### src/rtl/dmach_pkg.sv
package dmach_pkg;
  localparam int REG_W = 32;
  localparam int NREG  = 8;
  localparam int IDX_W = $clog2(NREG);

  typedef enum logic [1:0] {OP_IDLE = 2'd0, OP_BLAST = 2'd1, OP_ABORT = 2'd2, OP_START = 2'd3} op_e;

  localparam logic [IDX_W-1:0] IX_CMD   = 3'd0;
  localparam logic [IDX_W-1:0] IX_SCNT  = 3'd1;
  localparam logic [IDX_W-1:0] IX_SADR  = 3'd2;
  localparam logic [IDX_W-1:0] IX_WCNT  = 3'd3;
  localparam logic [IDX_W-1:0] IX_WADR  = 3'd4;
  localparam logic [IDX_W-1:0] IX_STAT  = 3'd5;
  localparam logic [IDX_W-1:0] IX_SDESC = 3'd6;
  localparam logic [IDX_W-1:0] IX_WDESC = 3'd7;

  localparam int CB_DIR  = 7;
  localparam int SB_DONE = 3;
  localparam int SB_IRQ  = 4;

  localparam logic [REG_W-1:0] STICKY_MASK = 32'h0000_000E;
  localparam logic [REG_W-1:0] START_CLR   = 32'h0000_003F;
  localparam logic [REG_W-1:0] RST_WADR    = 32'hFFFF_FFFF;
  localparam logic [REG_W-1:0] RST_WDESC   = 32'hFFFF_FFFD;

  function automatic logic [REG_W-1:0] clip_len(input logic [REG_W-1:0] want,
                                                input logic [REG_W-1:0] avail);
    return (want < avail) ? want : avail;
  endfunction

  function automatic logic [REG_W-1:0] sticky_clear(input logic [REG_W-1:0] stat,
                                                    input logic [REG_W-1:0] ones);
    return stat & ~(ones & STICKY_MASK);
  endfunction
endpackage

### src/rtl/dmach_cmd_dec.sv
module dmach_cmd_dec
  import dmach_pkg::*;
(
  input  logic             clk,
  input  logic             rst_n,
  input  logic             cmd_wr,
  input  logic [REG_W-1:0] wdata,
  output logic             start_evt,
  output logic             dma_en,
  output logic             core_cancel
);
  op_e op;
  logic idle_evt, abort_evt;

  assign op        = op_e'(wdata[1:0]);
  assign start_evt = cmd_wr && (op == OP_START);
  assign idle_evt  = cmd_wr && (op == OP_IDLE);
  assign abort_evt = cmd_wr && (op == OP_ABORT);

  always_ff @(posedge clk) begin
    if (!rst_n) begin
      dma_en      <= 1'b0;
      core_cancel <= 1'b0;
    end else begin
      core_cancel <= abort_evt;
      if (start_evt)     dma_en <= 1'b1;
      else if (idle_evt) dma_en <= 1'b0;
    end
  end
endmodule

### src/rtl/dmach_status.sv
module dmach_status
  import dmach_pkg::*;
(
  input  logic             clk,
  input  logic             rst_n,
  input  logic             start_evt,
  input  logic             stat_wr,
  input  logic             stat_rd,
  input  logic             rd_mode,
  input  logic [REG_W-1:0] wdata,
  input  logic             cmd_done,
  output logic [REG_W-1:0] stat_q
);
  logic [REG_W-1:0] stat_d;

  always_comb begin
    stat_d = stat_q;
    if (start_evt)           stat_d = stat_d & ~START_CLR;
    if (stat_wr && !rd_mode) stat_d = sticky_clear(stat_d, wdata);
    if (stat_rd && rd_mode)  stat_d = sticky_clear(stat_d, '1);
    if (cmd_done)            stat_d[SB_DONE] = 1'b1;
  end

  always_ff @(posedge clk) begin
    if (!rst_n) stat_q <= '0;
    else        stat_q <= stat_d;
  end
endmodule

### src/rtl/dmach_xfer.sv
module dmach_xfer
  import dmach_pkg::*;
#(
  parameter int LEN_W = 16
) (
  input  logic             chunk_valid,
  input  logic             chunk_dir,
  input  logic [LEN_W-1:0] chunk_len,
  input  logic             cmd_dir,
  input  logic [REG_W-1:0] wcnt,
  output logic             accept,
  output logic [REG_W-1:0] grant
);
  logic [REG_W-1:0] want;

  assign want   = REG_W'(chunk_len);
  assign accept = chunk_valid && (chunk_dir == cmd_dir);
  assign grant  = accept ? clip_len(want, wcnt) : '0;
endmodule

### src/rtl/dmach_regs.sv
module dmach_regs
  import dmach_pkg::*;
#(
  parameter int LEN_W = 16
) (
  input  logic             clk,
  input  logic             rst_n,
  input  logic             reg_wr,
  input  logic             reg_rd,
  input  logic [2:0]       reg_idx,
  input  logic [31:0]      reg_wdata,
  output logic [31:0]      reg_rdata,
  input  logic             rd_clears_status,
  input  logic             core_irq,
  input  logic             cmd_done,
  input  logic             chunk_valid,
  input  logic             chunk_dir,
  input  logic [LEN_W-1:0] chunk_len,
  output logic             chunk_accept,
  output logic [31:0]      chunk_grant,
  output logic             dma_en,
  output logic             core_cancel
);
  logic [REG_W-1:0] cmd_q, scnt_q, sadr_q, sdesc_q;
  logic [REG_W-1:0] wcnt_q, wadr_q, wdesc_q, stat_q;
  logic             start_evt, cmd_dir;
  logic [NREG-1:0]  wr_sel;

  genvar gi;
  generate
    for (gi = 0; gi < NREG; gi++) begin : g_sel
      assign wr_sel[gi] = reg_wr && (reg_idx == IDX_W'(gi));
    end
  endgenerate

  assign cmd_dir = cmd_q[CB_DIR];

  dmach_cmd_dec u_cmd (
    .clk(clk), .rst_n(rst_n), .cmd_wr(wr_sel[IX_CMD]), .wdata(reg_wdata),
    .start_evt(start_evt), .dma_en(dma_en), .core_cancel(core_cancel)
  );

  dmach_status u_stat (
    .clk(clk), .rst_n(rst_n), .start_evt(start_evt),
    .stat_wr(wr_sel[IX_STAT]), .stat_rd(reg_rd && (reg_idx == IX_STAT)),
    .rd_mode(rd_clears_status), .wdata(reg_wdata), .cmd_done(cmd_done),
    .stat_q(stat_q)
  );

  dmach_xfer #(.LEN_W(LEN_W)) u_xfer (
    .chunk_valid(chunk_valid), .chunk_dir(chunk_dir), .chunk_len(chunk_len),
    .cmd_dir(cmd_dir), .wcnt(wcnt_q), .accept(chunk_accept), .grant(chunk_grant)
  );

  always_ff @(posedge clk) begin
    if (!rst_n) begin
      cmd_q   <= '0;
      scnt_q  <= '0;
      sadr_q  <= '0;
      sdesc_q <= '0;
    end else begin
      if (wr_sel[IX_CMD])   cmd_q   <= reg_wdata;
      if (wr_sel[IX_SCNT])  scnt_q  <= reg_wdata;
      if (wr_sel[IX_SADR])  sadr_q  <= reg_wdata;
      if (wr_sel[IX_SDESC]) sdesc_q <= reg_wdata;
    end
  end

  always_ff @(posedge clk) begin
    if (!rst_n) begin
      wcnt_q  <= '0;
      wadr_q  <= RST_WADR;
      wdesc_q <= RST_WDESC;
    end else if (start_evt) begin
      wcnt_q  <= scnt_q;
      wadr_q  <= sadr_q;
      wdesc_q <= sdesc_q;
    end else begin
      if (cmd_done)          wcnt_q <= '0;
      else if (chunk_accept) wcnt_q <= wcnt_q - chunk_grant;
      if (chunk_accept)      wadr_q <= wadr_q + chunk_grant;
    end
  end

  always_comb begin
    unique case (reg_idx)
      IX_CMD:   reg_rdata = cmd_q;
      IX_SCNT:  reg_rdata = scnt_q;
      IX_SADR:  reg_rdata = sadr_q;
      IX_WCNT:  reg_rdata = wcnt_q;
      IX_WADR:  reg_rdata = wadr_q;
      IX_STAT:  reg_rdata = stat_q | (REG_W'(core_irq) << SB_IRQ);
      IX_SDESC: reg_rdata = sdesc_q;
      default:  reg_rdata = wdesc_q;
    endcase
  end
endmodule

### config.mk
export PLATFORM = sky130hd
export DESIGN_NAME = dmach_regs
export DESIGN_NICKNAME = d
export VERILOG_FILES = /design/src/rtl/dmach_pkg.sv /design/src/rtl/dmach_cmd_dec.sv /design/src/rtl/dmach_status.sv /design/src/rtl/dmach_xfer.sv /design/src/rtl/dmach_regs.sv
export SDC_FILE = /design/constraint.sdc
export NUM_CORES = 1
export LEC_CHECK = 0
export BUFFER_PORTS_ARGS = -buffer_cell sky130_fd_sc_hd__buf_2
export CAP_MARGIN = 0
export CORE_ASPECT_RATIO = 1.1
export CORE_UTILIZATION = 60
export CTS_BUF_LIST = sky130_fd_sc_hd__clkbuf_2
export DETAILED_ROUTE_END_ITERATION = 16
export PLACE_DENSITY = 0.8
export RECOVER_POWER = 25
export SLEW_MARGIN = 40
export SYNTH_ARGS = -nofsm -noshare
export SYNTH_HDL_FRONTEND = slang
export SYNTH_SLANG_ARGS = --single-unit
### constraint.sdc
create_clock -name clk -period 11.58 [get_ports clk]
set_input_delay 2.316 -clock clk [delete_from_list [all_inputs] [get_ports clk]]
set_output_delay 2.316 -clock clk [all_outputs]
set_load 0.05 [all_outputs]
==> Word-level counts from Yosys, hierarchy flattened <==
Index checks and enable logic that the tools add are counted.
{ "totals": {"reg_bits": 258, "word_cells": 60} }
{ "op_classes": {"addsub": 2, "n_lt_le_gt_ge": 1, "n_eq_ne": 9, "mux": 14, "n_bitwise": 4, "n_reduce_logical": 19} }
{ "op_table": {"columns": ["operator", "count"], "rows": [
  ["$mux W32", 8],
  ["$pmux W32 S7", 1],
  ["$add A32 B32 Y32", 1],
  ["$and A32 B32 Y32", 1],
  ["$lt A16 B32 Y1", 1],
  ["$not A4 Y32", 1],
  ["$or A32 B5 Y32", 1],
  ["$sub A32 B32 Y32", 1],
  ["$logic_and A1 B1 Y1", 12],
  ["$eq A3 B3 Y1 const B", 3],
  ["$eq A3 B2 Y1 const B", 2],
  ["$mux W6", 1],
  ["$eq A2 B2 Y1 const B", 2],
  ["$mux W4", 1],
  ["$reduce_bool A2 Y1", 2],
  ["$eq A3 B1 Y1 const B", 1],
  ["$logic_not A3 Y1", 1],
  ["$mux W1", 3],
  ["$reduce_bool A3 Y1", 1],
  ["$logic_not A2 Y1", 1],
  ["$reduce_or A2 Y1", 1],
  ["$eq A1 B1 Y1", 1],
  ["$logic_not A1 Y1", 1],
  ["$not A1 Y1", 1]
]} }

==> Logic depth before layout (Yosys ltp) <==
{ "logic_depth": {"ltp_word": 8, "mapped_depth": 25} }

==> Hierarchy <==
From an unflattened synthesis, not the netlist that was laid out.
{ "unflattened": {"hier_cells": 1986, "area_unflattened_um2": 15641.3} }
{ "by_module_without_submodules": {"columns": ["module", "instances", "cells_each", "area_per_inst_um2", "seq_area_each_um2"], "rows": [
  ["dmach_regs", 1, 1763, 14042.2, 4484.3],
  ["dmach_xfer", 1, 172, 1167.4, 0.0],
  ["dmach_status", 1, 43, 342.8, 60.1],
  ["dmach_cmd_dec", 1, 8, 88.8, 40.0]
]} }

==> Least setup slack after synthesis <==
No wires, ideal clock.
{ "synth_path": {"path_type": "input-to-output", "start": "input chunk_len[9]", "end": "output chunk_grant[1]", "arrival_time_ns": 4.901, "required_ns": 9.264, "slack_ns": 4.363, "cell_stages": 12, "path_buffers": 2, "path_cell_list": "ha_1 > a21o_1 > a21o_1 > a21o_1 > a21o_1 > a21oi_1 > o21ai_1 > a221o_1 > buf_6 > buf_12 > mux2i_1 > nor2_1"} }
{ "synth_via": {"elab_chain_len": 3} }
{ "synth_rtl": {"columns": ["element", "line", "rtl"], "rows": [
  ["start, declared", "dmach_regs.sv:18", "input logic [LEN_W-1:0] chunk_len,"],
  ["$lt A16 B32 Y1", "dmach_pkg.sv:28", "return (want < avail) ? want : avail;"],
  ["$mux W32", "dmach_pkg.sv:28", null],
  ["$mux W32", "dmach_xfer.sv:18", "assign grant = accept ? clip_len(want, wcnt) : '0;"],
  ["end, declared", "dmach_regs.sv:20", "output logic [31:0] chunk_grant,"]
]} }
Every way passes these cells.

==> Final worst setup path <==
{ "layout_path": {"start": "input reg_idx[0]", "end": "output reg_rdata[3]"} }
{ "layout_via": {"elab_chain_len": 2} }
{ "layout_rtl": {"columns": ["element", "line", "rtl"], "rows": [
  ["start, declared", "dmach_regs.sv:10", "input logic [2:0] reg_idx,"],
  ["$eq A3 B3 Y1, or another cell as far along", "dmach_regs.sv:86", "unique case (reg_idx)"],
  ["$pmux W32 S7 (*)", "dmach_regs.sv:86", null],
  ["end, declared", "dmach_regs.sv:12", "output logic [31:0] reg_rdata,"]
]} }
Every way passes the cells marked *; elsewhere a longest branch is shown, timed or not.

==> results.cfg <==
[global_route]
antenna_found_initial = 2
track_usage_pct = 42.2
grt_pass1_wl_um = 78100
grt_max_degree = 84
grt_remaining_overflow = 0
grt_pass1_vias = 13900

[timing]
period_share_pct = 80.3
rsz0062_at_grt = no
tightest_slew_ns = 2.94
whs_ns = 0.435
setup_viol = 0
slew_headroom_pct = -96.1
finalSetupTns_ns = 0
hold_viol_final = 0
finClkSkew_ns = 0.0571
period_minus_slack_ns = 9.30
report.final.slew_viol_count = 114
clock.fmax_ghz = 0.108

[synth]
synth_area_leaders = dfxtp_1 (32%), nand2_1 (12%), a21oi_1 (7.9%)
async_flop_share_pct = 0
yosysSeqAreaShare_pct = 32.0
yosysUniqueCellTypes = 78
avgSynthCellArea_um2 = 7.64
synth_largest_area_cell = dfxtp_1
ys.flop_type = dfxtp_1
synth_edf_count = 0
synthCells = 1877
synth_area_um2 = 14300
synth_warnings = 0
yosysTopAreaCellShare_pct = 32.0
synth_seq_cells = 229

[min_path]
hold_depth = 2
hp-class = reg -> reg
hp-start = u_stat.stat_q[2]$_SDFF_PP0_
hold-path-endpoint = u_stat.stat_q[2]$_SDFF_PP0_

[clocking]
htreeDepth = 2
cts.repair.resized = 0
clk_pin_slew_ns = 0.10
cts_tree = built
clockBufferDepth = 3
clockRootBuffer = clkbuf_2
ctsHoldBuffers = 0
insertion_delay_ns = 0.93
cts_setup_buffers = 0
cts.sinks = 229
numCtsBuffers = 61

[setup_path]
worstSetupStartpoint = reg_idx[0]
required_ns = 9.26
critPathLaunchType = input pin
slowest_stage = clkbuf_1
crit_path_frequent_cell = buf_2
worstSetupPathType = in -> out
cp_data_arrival_time_ns = 6.99
slowest_delay_ns = 2.13
worstPathMaxFanout = 53
reg2regPathDepth = 21
reg2reg_setup_slack_ns = 5.92
cp-end-kind = primary output
r2r_end = wadr_q[30]$_SDFFE_PN1P_
path_cells = buf_2 -> clkbuf_1 -> nand3_2 -> o221a_2 -> buf_2
r2r_start = wcnt_q[5]$_SDFFE_PN0P_

[layout]
nets = 2123
fill_cells = 2114
multiInputGateArea_um2 = 9210
mostFrequentLayoutCell = nand2_1
drive_gt1_share_pct = 14.0
fin_util_pct = 67.1
final_cell_mix = nand2_1 (444), dfxtp_1 (229), a21oi_1 (225)
seqCellArea_um2 = 4580
area_growth_pct = 8.35

[drt]
routed_wirelength_um = 51800
vias = 14800
ant_nets = 0
viasPerCell = 6.40
route.detailed.drc = 0
drt-pass1-iter-count = 6
drt_iter0_markers = 1387
wl_per_cell_um = 22.3

[floorplanning]
die_x_um = 149
pin_count = 127
dieArea_um2 = 24500
start_util_pct = 61.9
die_h_um = 164
num_rows = 58
core-area_um2 = 23100

[outcome]
violations = capacitance limit, slew limit
outcome = finished, violations left

[placed_design]
port_buffers = 110
finalWeightedCongestion = 1.00
hpwl_um = 36000

[flow_run]
maxCapViolCount = 3

[power]
ir_worst_vdd_mv = 0.100
p_leak_nw = 6.47
powerDensity_nw_per_um2 = 133
total_power_mw = 2.06
==> state kept, by name (all words and copies together), names as in the netlist <==
signal / cells
u_cmd.core_cancel: 1
u_cmd.dma_en: 1
sdesc_q: 32
cmd_q: 32
scnt_q: 32
u_stat.stat_q: 3
sadr_q: 32
wadr_q: 32
wdesc_q: 32
wcnt_q: 32
==> cell type report <==
type                            count  area share, %
Multi-Input combinational cell   1523           59.3
Clock buffer                       97           3.13
Antenna cell                        1         0.0161
Inverter                           29          0.733
Clock inverter                     10          0.274
Sequential cell                   229           29.5
Tap cell                          300           2.42
Timing Repair Buffer              132           4.59
==> synth_stat cells, types with 14 or more instances <==
| cell type | count |
|---|---|
| nand2b_1 | 26 |
| buf_4 | 16 |
| xor2_1 | 22 |
| o21ai_1 | 40 |
| nand3_1 | 54 |
| a22oi_1 | 16 |
| a211oi_1 | 25 |
| nor2_1 | 105 |
| dfxtp_1 | 229 |
| ha_1 | 85 |
| clkbuf_1 | 93 |
| nand2_1 | 445 |
| a221oi_1 | 14 |
| mux2i_1 | 53 |
| a21oi_1 | 225 |
| buf_2 | 15 |
| nor2b_1 | 14 |
| and3_1 | 14 |
| mux4_2 | 15 |
| buf_1 | 15 |
| a21o_1 | 27 |
| inv_1 | 27 |
| o211ai_1 | 19 |
| xnor2_1 | 29 |
| o21ai_0 | 65 |
| mux2_2 | 18 |
==> power breakdown <==
part           internal [mW]  switching (mW)
registers              0.817          0.0354
clock network          0.219           0.348
logic                  0.230           0.414
total                   1.27           0.797
==> worst max-delay path, delay by kind of cell <==
kind                   cells  cell delay (ns)
AO/OA/AOI/OAI              1             0.56
buffers and inverters      3             2.90
AND/OR/NAND/NOR            1             1.16
==> metrics by stage <==
stage | setup WS [ns] | std cells | cell area (um^2)
6_report | 2.28 | 2321 | 15500
5_1_grt | 2.27 | 2320 | 15500
4_1_cts | 4.20 | 2320 | 15500
3_5_place_dp | 4.18 | 2213 | 15000
3_3_place_gp | 4.07 | 2212 | 15000
2_1_floorplan | 4.36 | 1922 | 14500
==> routing by layer <==
metal / track usage (%) / routed length (um) / vias up / share of wire (%)
met1: 49.0 / 18600 / 6904 / 36
met3: 7.75 / 5200 / 235 / 10
met5: 0 / 0 / - / 0
li1: - / - / 6820 / -
met4: 35.8 / 4680 / 0 / 9.0
met2: 67.4 / 23300 / 886 / 45
==> cells by family after synthesis <==
group,Yosys count,synth area share (%)
adder cells (fa/ha/maj),87,7.70
flip-flops,229,32.0
buffers and inverters,170,5.17
multiplexers,86,7.47
XOR/XNOR,51,3.12
other,2,0.0524
AO/OA/AOI/OAI,530,22.9
AND/OR/NAND/NOR,722,21.6
==> worst max path at each step <==
stage / to / slack, ns / depth (start not counted)
final: reg_rdata[3] / 2.28 / 5
after floorplan: chunk_grant[1] / 4.36 / 12
after global routing: reg_rdata[3] / 2.27 / 5
after global placement: chunk_grant[9] / 4.07 / 12
after CTS: reg_rdata[3] / 4.20 / 5
after detailed placement: wadr_q[20]$_SDFFE_PN1P_ / 4.18 / 23
Power figures use the tool's default switching activity.
